--- config.mk ---
export PLATFORM = sky130hd
export DESIGN_NAME = pm_event_timer
export DESIGN_NICKNAME = d
export VERILOG_FILES = /design/src/rtl/pm_event_timer.sv
export SDC_FILE = /design/constraint.sdc
export NUM_CORES = 1
export LEC_CHECK = 0
export BUFFER_PORTS_ARGS = -buffer_cell sky130_fd_sc_hd__buf_2
export CAP_MARGIN = 0
export CELL_PAD_IN_SITES_DETAIL_PLACEMENT = 1
export CELL_PAD_IN_SITES_GLOBAL_PLACEMENT = 2
export CORE_MARGIN = 8
export CORE_UTILIZATION = 33
export CTS_BUF_LIST = sky130_fd_sc_hd__clkbuf_8
export CTS_CLUSTER_SIZE = 28
export DETAILED_ROUTE_END_ITERATION = 16
export PLACE_DENSITY_LB_ADDON = 0.2
export REMOVE_ABC_BUFFERS = 1
export SLEW_MARGIN = 30
export SYNTH_ARGS = -nofsm -noshare
export SYNTH_HDL_FRONTEND = slang
export SYNTH_SLANG_ARGS = --single-unit
--- constraint.sdc ---
create_clock -name clk -period 2.52 [get_ports clk]
set_input_delay 0.378 -clock clk [delete_from_list [all_inputs] [get_ports clk]]
set_output_delay 0.378 -clock clk [all_outputs]
set_load 0.01 [all_outputs]
--- src/rtl/pm_event_timer.sv ---
module pm_event_timer #(
  parameter int CNT_W      = 32,
  parameter int TMR_W      = 24,
  parameter int BOUND_LOG2 = 23,
  parameter int ADDR_W     = 4
) (
  input  logic              clk,
  input  logic              rst_n,
  input  logic              tick_en,
  input  logic              bus_sel,
  input  logic              bus_wr,
  input  logic [ADDR_W-1:0] bus_addr,
  input  logic [1:0]        bus_size,
  input  logic [31:0]       bus_wdata,
  output logic [31:0]       bus_rdata,
  input  logic              wake_req,
  input  logic [1:0]        wake_src,
  input  logic              pwrbtn_req,
  input  logic              gpe_evt,
  output logic              sci
);

  localparam logic [CNT_W-1:0] STEP     = CNT_W'(1) << BOUND_LOG2;
  localparam logic [CNT_W-1:0] LOW_MASK = STEP - CNT_W'(1);
  localparam logic [15:0]      SCI_MASK = 16'h0721;
  localparam int B_TMR = 0;
  localparam int B_PWR = 8;
  localparam int B_RTC = 10;
  localparam int B_WAK = 15;
  localparam logic [ADDR_W-1:0] A_STS = ADDR_W'(0);
  localparam logic [ADDR_W-1:0] A_EN  = ADDR_W'(2);
  localparam logic [ADDR_W-1:0] A_TMR = ADDR_W'(8);

  logic [15:0]      sts, en, set_bits, clr_bits;
  logic [CNT_W-1:0] cnt, ovf_pt;

  wire acc16  = bus_sel && (bus_size == 2'b01);
  wire acc32  = bus_sel && (bus_size == 2'b10);
  wire sts_wr = acc16 && bus_wr && (bus_addr == A_STS);
  wire en_wr  = acc16 && bus_wr && (bus_addr == A_EN);

  assign clr_bits = sts_wr ? bus_wdata[15:0] : 16'h0000;

  wire rearm   = clr_bits[B_TMR] && sts[B_TMR];
  wire ovf_hit = (cnt >= ovf_pt) && !rearm;

  always_comb begin
    set_bits = 16'h0000;
    if (ovf_hit) set_bits[B_TMR] = 1'b1;
    if (wake_req) begin
      set_bits[B_WAK] = 1'b1;
      case (wake_src)
        2'd0:    set_bits[B_RTC] = 1'b1;
        2'd1:    set_bits[B_TMR] = 1'b1;
        default: set_bits[B_PWR] = 1'b1;
      endcase
    end
    if (pwrbtn_req && en[B_PWR]) set_bits[B_PWR] = 1'b1;
  end

  always_ff @(posedge clk) begin
    if (!rst_n) begin
      sts    <= '0;
      en     <= '0;
      cnt    <= '0;
      ovf_pt <= STEP;
    end else begin
      sts <= (sts & ~clr_bits) | set_bits;
      if (en_wr)   en  <= bus_wdata[15:0];
      if (tick_en) cnt <= cnt + CNT_W'(1);
      if (rearm)   ovf_pt <= (cnt + STEP) & ~LOW_MASK;
    end
  end

  always_comb begin
    bus_rdata = 32'h0;
    if (bus_sel && !bus_wr) begin
      if (acc16 && bus_addr == A_STS)      bus_rdata = {16'h0, sts};
      else if (acc16 && bus_addr == A_EN)  bus_rdata = {16'h0, en};
      else if (acc32 && bus_addr == A_TMR) bus_rdata = 32'(cnt[TMR_W-1:0]);
    end
  end

  assign sci = (|(sts & en & SCI_MASK)) || gpe_evt;

  a_r2_clear_wake: assert property (@(posedge clk) disable iff (!rst_n)
    (sts_wr && bus_wdata[B_WAK] && !wake_req) |=> !sts[B_WAK]);

  a_r3_enable_store: assert property (@(posedge clk) disable iff (!rst_n)
    en_wr |=> (en == $past(bus_wdata[15:0])));

  a_r4_count_hold: assert property (@(posedge clk) disable iff (!rst_n)
    !tick_en |=> (cnt == $past(cnt)));

  a_r6_rearm_ahead: assert property (@(posedge clk) disable iff (!rst_n)
    $fell(sts[B_TMR]) |-> (ovf_pt > cnt));

  a_r7_rtc_wake: assert property (@(posedge clk) disable iff (!rst_n)
    (wake_req && wake_src == 2'd0) |=> (sts[B_WAK] && sts[B_RTC]));

  a_r8_pwrbtn_gate: assert property (@(posedge clk) disable iff (!rst_n)
    (pwrbtn_req && !en[B_PWR] && !wake_req && !sts_wr) |=> (sts[B_PWR] == $past(sts[B_PWR])));

endmodule

==> run_results.csv <==
group,metric,value,unit
logic_synthesis,synth_area_leaders,"dfxtp_1 (38%), a21oi_1 (9.5%), nand2_1 (7.6%), ha_1 (3.9%), a22oi_1 (3.7%)",
floorplanning,io_pins,81,
global_routing,grt_max_degree,35,
floorplanning,rows,39,
sta,setup_tns,0,ns
worst_setup_path,r2r_start,"cnt[4]",
worst_setup_path,cp-start-kind,"input pin",
worst_setup_path,crit_arrival,1.84,ns
clock_network,ctsResizeCount,0,
worst_hold_path,hold_path.class,"in2reg",
cells_and_area,final_core_util,0.3933,
logic_synthesis,yosysTopAreaCell,"dfxtp_1",
floorplanning,start_util,0.3369,
route,wire_per_inst,18.15,um
worst_setup_path,r2r_end,"cnt[22]",
power,p_leak,0.001676,uW
worst_setup_path,crit_type,"in2out",
global_routing,antenna_found_initial,1,
logic_synthesis,synthArstFlopShare,0,
power,powerDensity,479.7,nW/um^2
clock_network,clk_pin_slew_worst_paths,0.09,ns
sta,hold_viol,0,
sta,skew,0.01389,ns
global_routing,grtUsageMet1,0.2036,
clock_network,clock_path_buffers,2,
sta,worstMarginPinSlew,0.6812,ns
logic_synthesis,ys_seq_elements,73,
global_routing,grt_usage,0.1697,
global_routing,met3_usage,0.03944,
worst_hold_path,hold_depth,2,
worst_setup_path,critPathRequiredTime,2.14,ns
sta,rsz0062_at_grt,"no",
global_routing,overflow,0,
logic_synthesis,synth_top_area_frac,0.3798,
route,drt_iter0_drc,217,
clock_network,cts_setup_buffers,0,
clock_network,clock-root-buffer,"clkbuf_8",
clock_network,cts_sinks,73,
outcome,outcome,"complete, no violations",
logic_synthesis,yosysUniqueCellTypes,45,
placement,place.gp.congestion,0.7596,
floorplanning,core_region_area,11420,sq um
global_routing,busiest_layer,"met2",
global_routing,use_met2,0.3005,
route,drc_errors,0,
logic_synthesis,syn_area,3847,sq um
worst_hold_path,hold_end,"sts[1]",
worst_setup_path,critPathMaxFanout,8,
clock_network,cts.hold.buffers_added,0,
sta,hold_slack,0.1864,ns
worst_setup_path,worstSetupEndpointType,"primary output",
cells_and_area,synthToLayoutAreaGrowth,16.72,%
clock_network,cts_buffers,9,
route,wirelength,12450,um
placement,io_buffers,56,
cells_and_area,drive_above_1_share,0.1915,
sta,post-route-period-util,0.8803,
route,drt-vias-per-instance,5.382,
clock_network,cts_tree,"yes",
sta,period_needed,2.218,ns
placement,place_hpwl,9216,um
clock_network,cts-htree-levels,3,
logic_synthesis,ys_seq_area_frac,0.3798,
global_routing,grt_pass1_vias,3868,
sta,fmax,0.4508,GHz
flow_run,max_cap_violations,0,
floorplanning,die_area,15370,sq um
logic_synthesis,avgSynthCellArea,8.016,sq um
cells_and_area,layout.nets,598,
global_routing,grt_pass1_wl,20180,um
route,vias,3692,
worst_setup_path,reg2reg_depth,5,
logic_synthesis,yosysWarnings,0,
logic_synthesis,synth-edff-count,0,
worst_setup_path,rrSetupSlack,0.33,ns
worst_hold_path,hold_start,"bus_wdata[1]",
cells_and_area,num_antenna_cells,0,
logic_synthesis,synth-main-ff-cell,"dfxtp_1",
logic_synthesis,syn_inst,480,
route,dr.pass1.iters,4,
floorplanning,die_w,124.0,um
sta,slew_violations,0,
power,vdd_drop_max,0.0002876,V
route,ant_nets,0,
sta,setup_viol,0,
sta,max_slew_margin,0.5452,
floorplanning,die_height,124.0,um
clock_network,clock_latency,0.37,ns
## routing by layer
layer | up-vias | part of all wire
met5 | - | 0.00096
li1 | 1823 | -
met3 | 11 | 0.041
met2 | 53 | 0.49
met1 | 1803 | 0.45
met4 | 2 | 0.0096
## cells in the final DEF, fill, tap and decap left out, drive strengths merged, types with 2 or more instances in the layout
master	count
conb	8
nand4	16
clkinvlp	3
nor2b	2
mux2i	7
nor3	3
nand3	7
and3	13
and2	4
inv	17
o21ai	12
ha	12
or4	16
xnor2	5
dfxtp	73
a22oi	19
clkinv	2
o21a	4
nor2	17
nand2	78
and4	7
nor4bb	2
buf	79
xor2	11
a21oi	73
nor3b	2
a21boi	3
nand3b	2
or3	11
nand2b	3
nor4	5
o31ai	11
clkbuf	10
## how the worst max path moves through the flow
| stage | to | from | cells after the start |
|---|---|---|---|
| 6_report | bus_rdata[12] | bus_sel | 8 |
| 5_1_grt | bus_rdata[11] | bus_sel | 8 |
| 4_1_cts | bus_rdata[12] | bus_sel | 8 |
| 3_5_place_dp | bus_rdata[12] | bus_sel | 8 |
| 3_3_place_gp | bus_rdata[12] | bus_sel | 8 |
| 2_1_floorplan | bus_rdata[0] | bus_size[1] | 4 |
## synth_stat cells (6+ instances only)
cell type	number
or3_1	8
a21oi_1	73
nand2_1	78
o31ai_1	11
a22oi_1	19
o21ai_0	12
inv_1	15
xor2_1	11
and3_1	13
dfxtp_1	73
nand3_1	7
nand4_1	15
and4_1	6
or4_1	15
nor2_1	17
mux2i_1	7
clkbuf_1	21
ha_1	12
buf_4	11
## sequential cells by signal (all words and copies together), names as in the netlist
register / count
cnt: 32
ovf_pt: 9
en: 16
sts: 16
## power by group
group	total [uW]	internal, uW	leakage [uW]	switching (uW)
logic	115	44.6	0.00100	70.0
clock network	869	384	0.0000847	485
registers	1170	1160	0.000589	9.58
## cells by family after synthesis
group                      Yosys count  share of synthesized area
xor gates and xnor gates            16                    0.03642
other                                1                  0.0009747
muxes                                7                    0.01821
and+or+nand+nor                    188                     0.2598
buffers and inverters               55                    0.06927
AOI/OAI and AO/OA                  128                     0.1964
adders and majority gates           12                    0.03902
DFF                                 73                     0.3798
## worst max-delay path, stage by stage
cell and delay (ns):
buf_2 0.11, nor4bb_1 0.32, buf_4 0.20, and3_1 0.21, buf_4 0.18, a22oi_1 0.07, a21oi_1 0.20, buf_2 0.16
## area by class of cell
class / count / area, sq um
Clock buffer: 10 / 137.6
Clock inverter: 6 / 41.29
Multi-Input combinational cell: 359 / 2146
Fill cell: 1420 / 6928
Timing Repair Buffer: 79 / 465.4
Inverter: 16 / 60.06
Tap cell: 143 / 178.9
Sequential cell: 73 / 1461
## metrics by stage
step | setup WS (ns) | cell area (sq um) | std cells | total power [uW]
after floorplan | 0.4613 | 3667 | 448 | 1243
after global placement | 0.3585 | 4312 | 670 | 1310
after detailed placement | 0.3030 | 4312 | 670 | 1314
after CTS | 0.2734 | 4491 | 686 | 2189
after global routing | 0.1784 | 4491 | 686 | 2248
final | 0.3016 | 4491 | 686 | 2154
Note: power is estimated with default switching activity, not from simulation.
